## config.mk

```make
export PLATFORM = sky130hd
export DESIGN_NAME = scanline_fetch_sched
export DESIGN_NICKNAME = d
export VERILOG_FILES = /design/src/rtl/scanline_fetch_pkg.sv /design/src/rtl/line_phase_timer.sv /design/src/rtl/tile_req_gen.sv /design/src/rtl/sprite_slot_table.sv /design/src/rtl/scanline_fetch_sched.sv
export SDC_FILE = /design/constraint.sdc
export NUM_CORES = 1
export LEC_CHECK = 0
export BUFFER_PORTS_ARGS = -buffer_cell sky130_fd_sc_hd__buf_4
export CAP_MARGIN = 20
export CORE_ASPECT_RATIO = 0.9
export CORE_MARGIN = 8
export CORE_UTILIZATION = 34
export CTS_CLUSTER_DIAMETER = 80
export DETAILED_ROUTE_END_ITERATION = 12
export GPL_TIMING_DRIVEN = 1
export PLACE_DENSITY_LB_ADDON = 0.08
export SETUP_SLACK_MARGIN = 0.02
export SYNTH_ARGS = -nofsm -noshare
export SYNTH_HDL_FRONTEND = slang
export SYNTH_SLANG_ARGS = --single-unit
```

## constraint.sdc

```tcl
create_clock -name clk_i -period 4.7 [get_ports clk_i]
set_clock_uncertainty 0.15 [all_clocks]
set_input_delay 0.47 -clock clk_i [delete_from_list [all_inputs] [get_ports clk_i]]
set_output_delay 0.47 -clock clk_i [all_outputs]
set_load 0.02 [all_outputs]
```

## src/rtl/scanline_fetch_pkg.sv

```systemverilog
package scanline_fetch_pkg;

    typedef enum logic [1:0] {
        PH_TILE    = 2'd0,
        PH_IDLE    = 2'd1,
        PH_SPRITE  = 2'd2,
        PH_STRETCH = 2'd3
    } fetch_phase_e;

    typedef enum logic [1:0] {
        TM_PLAIN  = 2'd0,
        TM_OFFSET = 2'd1,
        TM_WIDE   = 2'd2,
        TM_RSVD   = 2'd3
    } tile_mode_e;

endpackage

```

## src/rtl/line_phase_timer.sv

```systemverilog
module line_phase_timer
    import scanline_fetch_pkg::*;
#(
    parameter int TILE_SLOTS = 33,
    parameter int TILE_DOTS  = 8,
    parameter int IDLE_DOTS  = 8,
    parameter int SPR_SLOTS  = 34,
    parameter int SPR_DOTS   = 2,
    parameter int SLW        = 6,
    parameter int SUBW       = 3,
    parameter int DW         = 9
) (
    input  logic            clk_i,
    input  logic            rst_i,
    input  logic            hsync_start_i,
    output fetch_phase_e    phase_o,
    output logic [SLW-1:0]  slot_o,
    output logic [SUBW-1:0] sub_o,
    output logic [DW-1:0]   dot_o
);

    localparam int LINE_DOTS = TILE_SLOTS * TILE_DOTS + IDLE_DOTS + SPR_SLOTS * SPR_DOTS + 1;
    localparam logic [SUBW-1:0] TILE_SUB_LAST = SUBW'(TILE_DOTS - 1);
    localparam logic [SUBW-1:0] IDLE_SUB_LAST = SUBW'(IDLE_DOTS - 1);
    localparam logic [SUBW-1:0] SPR_SUB_LAST  = SUBW'(SPR_DOTS - 1);
    localparam logic [SLW-1:0]  TILE_SLOT_LAST = SLW'(TILE_SLOTS - 1);
    localparam logic [SLW-1:0]  SPR_SLOT_LAST  = SLW'(SPR_SLOTS - 1);
    localparam logic [DW-1:0]   DOT_LAST       = DW'(LINE_DOTS - 1);

    fetch_phase_e    state_q, state_d;
    logic [SLW-1:0]  slot_q, slot_d;
    logic [SUBW-1:0] sub_q, sub_d;
    logic [DW-1:0]   dot_q, dot_d;

    // Next-state logic: phase transitions are named TILE_DONE, IDLE_DONE,
    // SPRITE_DONE, LINE_WRAP and HSYNC_RESTART.
    always_comb begin
        state_d = state_q;
        slot_d  = slot_q;
        sub_d   = sub_q + 1'b1;
        unique case (state_q)
            PH_TILE: begin
                if (sub_q == TILE_SUB_LAST) begin
                    sub_d = '0;
                    if (slot_q == TILE_SLOT_LAST) begin
                        state_d = PH_IDLE;       // TILE_DONE
                        slot_d  = '0;
                    end else begin
                        slot_d = slot_q + 1'b1;
                    end
                end
            end
            PH_IDLE: begin
                if (sub_q == IDLE_SUB_LAST) begin
                    sub_d   = '0;
                    state_d = PH_SPRITE;         // IDLE_DONE
                end
            end
            PH_SPRITE: begin
                if (sub_q == SPR_SUB_LAST) begin
                    sub_d = '0;
                    if (slot_q == SPR_SLOT_LAST) begin
                        state_d = PH_STRETCH;    // SPRITE_DONE
                        slot_d  = '0;
                    end else begin
                        slot_d = slot_q + 1'b1;
                    end
                end
            end
            PH_STRETCH: begin
                state_d = PH_TILE;               // LINE_WRAP
                slot_d  = '0;
                sub_d   = '0;
            end
            default: begin
                state_d = PH_TILE;
                slot_d  = '0;
                sub_d   = '0;
            end
        endcase
        if (hsync_start_i) begin                 // HSYNC_RESTART
            state_d = PH_TILE;
            slot_d  = '0;
            sub_d   = '0;
        end
        if (hsync_start_i || dot_q == DOT_LAST) begin
            dot_d = '0;
        end else begin
            dot_d = dot_q + 1'b1;
        end
    end

    // State register
    always_ff @(posedge clk_i) begin
        if (rst_i) begin
            state_q <= PH_TILE;
            slot_q  <= '0;
            sub_q   <= '0;
            dot_q   <= '0;
        end else begin
            state_q <= state_d;
            slot_q  <= slot_d;
            sub_q   <= sub_d;
            dot_q   <= dot_d;
        end
    end

    assign phase_o = state_q;
    assign slot_o  = slot_q;
    assign sub_o   = sub_q;
    assign dot_o   = dot_q;

endmodule

```

## src/rtl/tile_req_gen.sv

```systemverilog
module tile_req_gen
    import scanline_fetch_pkg::*;
#(
    parameter int AW       = 16,
    parameter int SLW      = 6,
    parameter int SUBW     = 3,
    parameter int PLANES   = 4,
    parameter int HALF_OFS = 8
) (
    input  logic [SUBW-1:0] sub_i,
    input  logic [SLW-1:0]  slot_i,
    input  logic [AW-1:0]   base_i,
    input  logic            flip_i,
    input  logic [1:0]      mode_i,
    input  logic [AW-1:0]   opt_base_i,
    output logic            req_o,
    output logic [AW-1:0]   addr_o,
    output logic [1:0]      plane_o
);

    logic [SUBW-1:0] pidx;
    logic [1:0]      k;
    logic            half;
    logic [AW-1:0]   opt_row;
    tile_mode_e      mode;

    assign pidx    = sub_i >> 1;
    assign k       = pidx[1:0];
    assign req_o   = !sub_i[0] && (pidx < SUBW'(PLANES));
    assign plane_o = k;
    assign half    = k[1] ^ flip_i;
    assign opt_row = opt_base_i + {{(AW-SLW-1){1'b0}}, slot_i, 1'b0};
    assign mode    = tile_mode_e'(mode_i);

    always_comb begin
        unique case (mode)
            TM_OFFSET: addr_o = k[1] ? (base_i + AW'(k[0])) : (opt_row + AW'(k[0]));
            TM_WIDE:   addr_o = base_i + (half ? AW'(HALF_OFS) : '0) + AW'(k[0]);
            default:   addr_o = base_i + AW'(k);
        endcase
    end

endmodule

```

## src/rtl/sprite_slot_table.sv

```systemverilog
module sprite_slot_table #(
    parameter int AW         = 16,
    parameter int SLW        = 6,
    parameter int SPR_SLOTS  = 34,
    parameter int COL_STRIDE = 16
) (
    input  logic           clk_i,
    input  logic           rst_i,
    input  logic           we_i,
    input  logic [SLW-1:0] wslot_i,
    input  logic [AW-1:0]  wbase_i,
    input  logic           wflip_i,
    input  logic           wpres_i,
    input  logic [SLW-1:0] rd_slot_i,
    input  logic           rd_plane_i,
    output logic           req_o,
    output logic [AW-1:0]  addr_o
);

    logic [AW-1:0]      base_q [SPR_SLOTS];
    logic [SPR_SLOTS-1:0] flip_q;
    logic [SPR_SLOTS-1:0] pres_q;

    for (genvar i = 0; i < SPR_SLOTS; i++) begin : g_entry
        always_ff @(posedge clk_i) begin
            if (rst_i) begin
                pres_q[i] <= 1'b0;
            end else if (we_i && wslot_i == SLW'(i)) begin
                pres_q[i] <= wpres_i;
            end
        end
        always_ff @(posedge clk_i) begin
            if (we_i && wslot_i == SLW'(i)) begin
                base_q[i] <= wbase_i;
                flip_q[i] <= wflip_i;
            end
        end
    end

    logic          in_range;
    logic          col;
    logic [AW-1:0] rd_base;
    logic          rd_flip;
    logic          rd_pres;

    assign in_range = rd_slot_i < SLW'(SPR_SLOTS);

    always_comb begin
        rd_base = '0;
        rd_flip = 1'b0;
        rd_pres = 1'b0;
        if (in_range) begin
            rd_base = base_q[rd_slot_i];
            rd_flip = flip_q[rd_slot_i];
            rd_pres = pres_q[rd_slot_i];
        end
    end

    assign col    = rd_slot_i[0] ^ rd_flip;
    assign req_o  = rd_pres;
    assign addr_o = rd_base + (col ? AW'(COL_STRIDE) : '0) + AW'(rd_plane_i);

endmodule

```

## src/rtl/scanline_fetch_sched.sv

```systemverilog
module scanline_fetch_sched
    import scanline_fetch_pkg::*;
#(
    parameter int AW         = 16,
    parameter int TILE_SLOTS = 33,
    parameter int TILE_DOTS  = 8,
    parameter int IDLE_DOTS  = 8,
    parameter int SPR_SLOTS  = 34,
    parameter int SPR_DOTS   = 2,
    parameter int HALF_OFS   = 8,
    parameter int COL_STRIDE = 16,
    parameter int SLW        = 6,
    parameter int TW         = SLW + 4
) (
    input  logic           clk_i,
    input  logic           rst_i,
    input  logic           hsync_start_i,
    output logic [SLW-1:0] tile_slot_o,
    input  logic [AW-1:0]  tile_base_i,
    input  logic           tile_flip_i,
    input  logic [1:0]     tile_mode_i,
    input  logic [AW-1:0]  opt_base_i,
    input  logic           spr_we_i,
    input  logic [SLW-1:0] spr_wslot_i,
    input  logic [AW-1:0]  spr_wbase_i,
    input  logic           spr_wflip_i,
    input  logic           spr_wpres_i,
    output logic           req_valid_o,
    output logic [AW-1:0]  req_addr_o,
    output logic [TW-1:0]  req_tag_o
);

    localparam int SUB_MAX   = (TILE_DOTS > IDLE_DOTS) ?
                               ((TILE_DOTS > SPR_DOTS) ? TILE_DOTS : SPR_DOTS) :
                               ((IDLE_DOTS > SPR_DOTS) ? IDLE_DOTS : SPR_DOTS);
    localparam int SUBW      = (SUB_MAX > 8) ? $clog2(SUB_MAX) : 3;
    localparam int LINE_DOTS = TILE_SLOTS * TILE_DOTS + IDLE_DOTS + SPR_SLOTS * SPR_DOTS + 1;
    localparam int DW        = $clog2(LINE_DOTS);

    fetch_phase_e    phase_w;
    logic [SLW-1:0]  slot_w;
    logic [SUBW-1:0] sub_w;
    logic [DW-1:0]   dot_w;

    logic            t_req;
    logic [AW-1:0]   t_addr;
    logic [1:0]      t_plane;
    logic            s_req;
    logic [AW-1:0]   s_addr;

    line_phase_timer #(
        .TILE_SLOTS (TILE_SLOTS),
        .TILE_DOTS  (TILE_DOTS),
        .IDLE_DOTS  (IDLE_DOTS),
        .SPR_SLOTS  (SPR_SLOTS),
        .SPR_DOTS   (SPR_DOTS),
        .SLW        (SLW),
        .SUBW       (SUBW),
        .DW         (DW)
    ) u_timer (
        .clk_i         (clk_i),
        .rst_i         (rst_i),
        .hsync_start_i (hsync_start_i),
        .phase_o       (phase_w),
        .slot_o        (slot_w),
        .sub_o         (sub_w),
        .dot_o         (dot_w)
    );

    tile_req_gen #(
        .AW       (AW),
        .SLW      (SLW),
        .SUBW     (SUBW),
        .PLANES   (4),
        .HALF_OFS (HALF_OFS)
    ) u_tile (
        .sub_i      (sub_w),
        .slot_i     (slot_w),
        .base_i     (tile_base_i),
        .flip_i     (tile_flip_i),
        .mode_i     (tile_mode_i),
        .opt_base_i (opt_base_i),
        .req_o      (t_req),
        .addr_o     (t_addr),
        .plane_o    (t_plane)
    );

    sprite_slot_table #(
        .AW         (AW),
        .SLW        (SLW),
        .SPR_SLOTS  (SPR_SLOTS),
        .COL_STRIDE (COL_STRIDE)
    ) u_sprites (
        .clk_i      (clk_i),
        .rst_i      (rst_i),
        .we_i       (spr_we_i),
        .wslot_i    (spr_wslot_i),
        .wbase_i    (spr_wbase_i),
        .wflip_i    (spr_wflip_i),
        .wpres_i    (spr_wpres_i),
        .rd_slot_i  (slot_w),
        .rd_plane_i (sub_w[0]),
        .req_o      (s_req),
        .addr_o     (s_addr)
    );

    assign tile_slot_o = slot_w;

    // Output process: one registered request per dot
    always_ff @(posedge clk_i) begin
        if (rst_i) begin
            req_valid_o <= 1'b0;
            req_addr_o  <= '0;
            req_tag_o   <= '0;
        end else if (hsync_start_i) begin
            req_valid_o <= 1'b0;
        end else begin
            unique case (phase_w)
                PH_TILE: begin
                    req_valid_o <= t_req;
                    if (t_req) begin
                        req_addr_o <= t_addr;
                        req_tag_o  <= {PH_TILE, slot_w, t_plane};
                    end
                end
                PH_SPRITE: begin
                    req_valid_o <= s_req;
                    if (s_req) begin
                        req_addr_o <= s_addr;
                        req_tag_o  <= {PH_SPRITE, slot_w, 1'b0, sub_w[0]};
                    end
                end
                default: req_valid_o <= 1'b0;
            endcase
        end
    end

endmodule

```

==> impl_table.tex <==
\begin{tabular}{lr}
\hline
Metric & Value \\
\hline
\multicolumn{2}{l}{\textbf{Floorplan}} \\
Die span in x & 318 µm \\
Floorplan row count & 99 \\
Starting density of the core & 34.4\% \\
Top-level port count & 96 \\
Core Box Area & 0.0813 mm² \\
Overall die height & 288 µm \\
Area enclosed by the die boundary & 0.0917 mm² \\
\multicolumn{2}{l}{\textbf{Synthesis}} \\
Post-synthesis cell area & 0.0280 mm² \\
Multiplexer area fraction after synthesis & 13.5\% \\
Number of register bits inferred by synthesis & 655 \\
Number of enable flip-flop cells after synthesis & 578 \\
Total number of yosys warnings & 0 \\
Adder-cell area share of the yosys netlist & 1.31\% \\
Post-synthesis compound-gate area fraction & 8.11\% \\
Largest family of logic cells by synthesized area & multiplexers \\
Synth unique cells & 79 \\
Synth Net Count & 1885 \\
Share of the yosys chip area belonging to registers & 67.5\% \\
Synthesized area per cell & 15.6 µm² \\
Post-synth ARST share & 0\% \\
Xor and xnor fraction of the mapped netlist area & 1.50\% \\
Synth Flop Type & edfxtp\_1 \\
Synthesized-area fraction occupied by and/or/nand/nor cells & 5.28\% \\
Synthesized netlist cell count & 1794 \\
\multicolumn{2}{l}{\textbf{Detailed routing}} \\
Post-detailed-route DRC marker count & 0 \\
Antenna viol nets, final & 0 \\
Initial detailed-routing violation count & 1612 \\
Wire length per cell & 27.5 µm \\
Via count & 16400 \\
First drt pass iteration count & 5 \\
DR vias/cell & 5.40 \\
Wirelength, routed & 83.4 mm \\
\multicolumn{2}{l}{\textbf{Layout}} \\
Layout cell share with drive strength beyond 1 & 21.3\% \\
Most frequent standard cell in the layout excluding fill and tap cells & edfxtp\_1 \\
Cell Count, Final, Fillers Out & 3037 \\
Layout area overhead & 16.3\% \\
Area taken by multi-input logic gates & 0.00859 mm² \\
Filler cell count & 7465 \\
Seq. cell area & 0.0189 mm² \\
Leading cell types in the layout, fill and taps excluded & edfxtp\_1, mux2i\_1, buf\_4, a21oi\_1, nand2\_1 \\
Number of nets in the final layout & 2015 \\
\multicolumn{2}{l}{\textbf{Worst setup path}} \\
Number of cells on the worst reg-to-reg path & 13 \\
Crit path DAT & 4720 ps \\
R2R Setup Slk & 290 ps \\
Worst-path fanout max & 58 \\
Data required time of the worst path & 5000 ps \\
Setup crit start kind & flip-flop \\
Category of the worst setup path capture point & flip-flop \\
End of the worst register-to-register path & req\_addr\_o[13] \\
Critical path start-end classification & flip-flop to flip-flop \\
\multicolumn{2}{l}{\textbf{Min path}} \\
Hold Crit Start & spr\_wbase\_i[4] \\
Hold Path Stages & 1 \\
Hold path endpoint & u\_sprites.base\_q[4][4] \\
Class of the tightest hold or removal check & input port to flip-flop \\
\multicolumn{2}{l}{\textbf{Placement}} \\
Port Buf Inserts & 94 \\
Cell total after placement & 2908 \\
Final HPWL DP & 52.6 mm \\
Routability cong. & 0.801 \\
\multicolumn{2}{l}{\textbf{Global route}} \\
Overall overflow remaining after global route & 0 \\
All-Layer GR Usage & 17.8\% \\
Antenna violations before repair & 2 \\
Pin count of the biggest net entering global routing & 66 \\
Wire length of the first global-routing pass & 119 mm \\
Number of global-route vias before repair & 16600 \\
\multicolumn{2}{l}{\textbf{STA}} \\
Number of endpoints with negative hold slack in the final report & 0 \\
Number of failing setup endpoints in the final timing report & 0 \\
Post-route clock period utilization & 93.9\% \\
Normalized max-slew margin & 26.6\% \\
Number of slew-limit violations in the final report & 0 \\
Setup TNS & 0 ps \\
Max Freq & 227 MHz \\
Unrepaired setup endpoints after global routing & no \\
Final critical path time including I/O delays and setup & 4410 ps \\
Worst-Margin Slew & 1100 ps \\
\multicolumn{2}{l}{\textbf{Pwr}} \\
Cell internal pwr & 0.00965 W \\
Part of the total power dissipated in the clock network & 44.3\% \\
Gate power share & 3.3\% \\
Switch Pwr & 0.00257 W \\
Leakage Power & 10.0 nW \\
Sequential Power Share & 52.3\% \\
Power Dens Cells & 375 mW/mm² \\
Post-layout power & 0.0122 W \\
Maximum ir drop on the vdd rail & 0.228 mV \\
Proportion of total power due to net switching & 21.0\% \\
\multicolumn{2}{l}{\textbf{Clock network}} \\
Buffers inserted by post-CTS timing repair & 0 \\
H-tree levels & 3 \\
Clk\_lat worst skew & 610 ps \\
Root buf cell & clkbuf\_16 \\
Total clock sinks & 655 \\
Clock transition at path regs & 60 ps \\
Number of buffers added by the clock tree synthesis step & 73 \\
Number of buffers on the longest clock path & 3 \\
Clock tree from TritonCTS & done \\
\multicolumn{2}{l}{\textbf{Flow run}} \\
Number of maximum-capacitance constraint violations & 0 \\
\multicolumn{2}{l}{\textbf{Run status}} \\
Status & finished, final reports clean \\
\hline
\end{tabular}
per-layer routing:
metal | part of all wire [%] | vias to the layer above | global-route usage (%)
li1 | - | 7334 | -
met3 | 4.8 | 107 | 3.27
met2 | 47 | 399 | 28.9
met4 | 1.9 | 0 | 3.77
met5 | 0 | - | 0
met1 | 46 | 8549 | 25.0
power groups by stage:
stage	registers [W]	clock network [W]	logic [W]
6_report	0.00639	0.00542	0.000408
3_3_place_gp	0.00652	0	0.000405
4_1_cts	0.00639	0.00554	0.000414
3_5_place_dp	0.00652	0	0.000412
5_1_grt	0.00639	0.00575	0.000445
2_1_floorplan	0.00653	0	0.000168
synth_stat cells (6+ instances only):
library cell / instances / area (µm²)
o21ai_0: 54 / 270
nand4_1: 8 / 50.1
edfxtp_1: 578 / 17400
a22oi_1: 50 / 375
nand2b_1: 7 / 43.8
buf_8: 6 / 90.1
nor2_1: 96 / 360
mux2_2: 13 / 146
nor4_1: 12 / 75.1
buf_2: 21 / 105
a31oi_1: 8 / 50.1
buf_1: 10 / 37.5
xor2_1: 21 / 184
nor3_1: 19 / 95.1
a22o_1: 13 / 114
nand2_1: 103 / 387
inv_1: 31 / 116
a21oi_1: 107 / 536
mux4_2: 87 / 1960
or3_1: 10 / 62.6
xnor2_1: 27 / 236
dfxtp_1: 77 / 1540
nand3_1: 22 / 110
a211oi_1: 13 / 97.6
a221oi_1: 17 / 149
buf_4: 7 / 52.6
nor2b_1: 14 / 87.6
clkbuf_1: 54 / 203
o22ai_1: 14 / 87.6
a21o_1: 6 / 45.0
buf_6: 9 / 101
mux2i_1: 167 / 1670
ha_1: 26 / 325
timing repair:
| action | in CTS | in global routing |
|---|---|---|
| hold endpoints to repair | 3 | 0 |
| endpoints found under the setup margin | 0 | 3 |
| resized for setup | 0 | 1 |
| hold buffers | 1 | 0 |
critical path: stages (launching register included):
cell     delay (ps)
dfxtp_4         680
buf_12          410
buf_4           510
mux2i_1         140
a22oi_1         230
a21oi_1         160
nor4_1          620
a21oi_1         160
buf_4           210
nor4_4          260
buf_4           190
nand4_1         100
xnor2_1         260
o22ai_1         120
worst max-delay path by stage:
stage                           start             end  slack, ps  cells past startpoint
finish                      flip-flop  req_addr_o[13]        290                     13
global route                flip-flop  req_addr_o[14]         30                     13
CTS                         flip-flop  req_addr_o[13]         80                     12
detailed placement          flip-flop  req_addr_o[13]        110                     12
global placement            flip-flop  req_addr_o[13]        110                     12
floorplan           u_timer.slot_o[0]   req_addr_o[6]        220                     14
final cells by class:
cell class | count | area share (%)
timing repair buffer | 165 | 4.21
tap | 1060 | 4.08
multi-input combinational | 998 | 26.4
sequential | 655 | 58.1
inverter | 31 | 0.358
antenna | 1 | 0.00769
clock inverter | 30 | 0.700
clock buffer | 97 | 6.15
cells by family after synthesis:
group           Yosys count
mux                     267
buf+inv                 141
flops                   655
xor+xnor                 48
other cells               1
simple gates            317
compound gates          337
fa+ha+maj                28
state kept, by name (all words and copies together) (netlist names), named ones only:
register          cells
u_timer.sub_o         3
req_tag_o             9
u_timer.phase_o       2
u_sprites.pres_q     34
req_addr_o           16
req_valid_o           1
u_sprites.flip_q     34
u_timer.slot_o        6
u_sprites.base_q    544
per-stage QoR:
step | utilization, % | worst slack (ps) | area (µm²) | hold WS (ps)
final | 40.0 | 287 | 32500 | 133
after detailed placement | 37.3 | 106 | 30300 | 301
after global placement | 37.1 | 111 | 30200 | 294
after global routing | 40.0 | 27.7 | 32500 | 103
after CTS | 40.0 | 84.2 | 32500 | 93.8
after floorplan | - | 221 | 28000 | 300
Power figures use the tool's default switching activity.
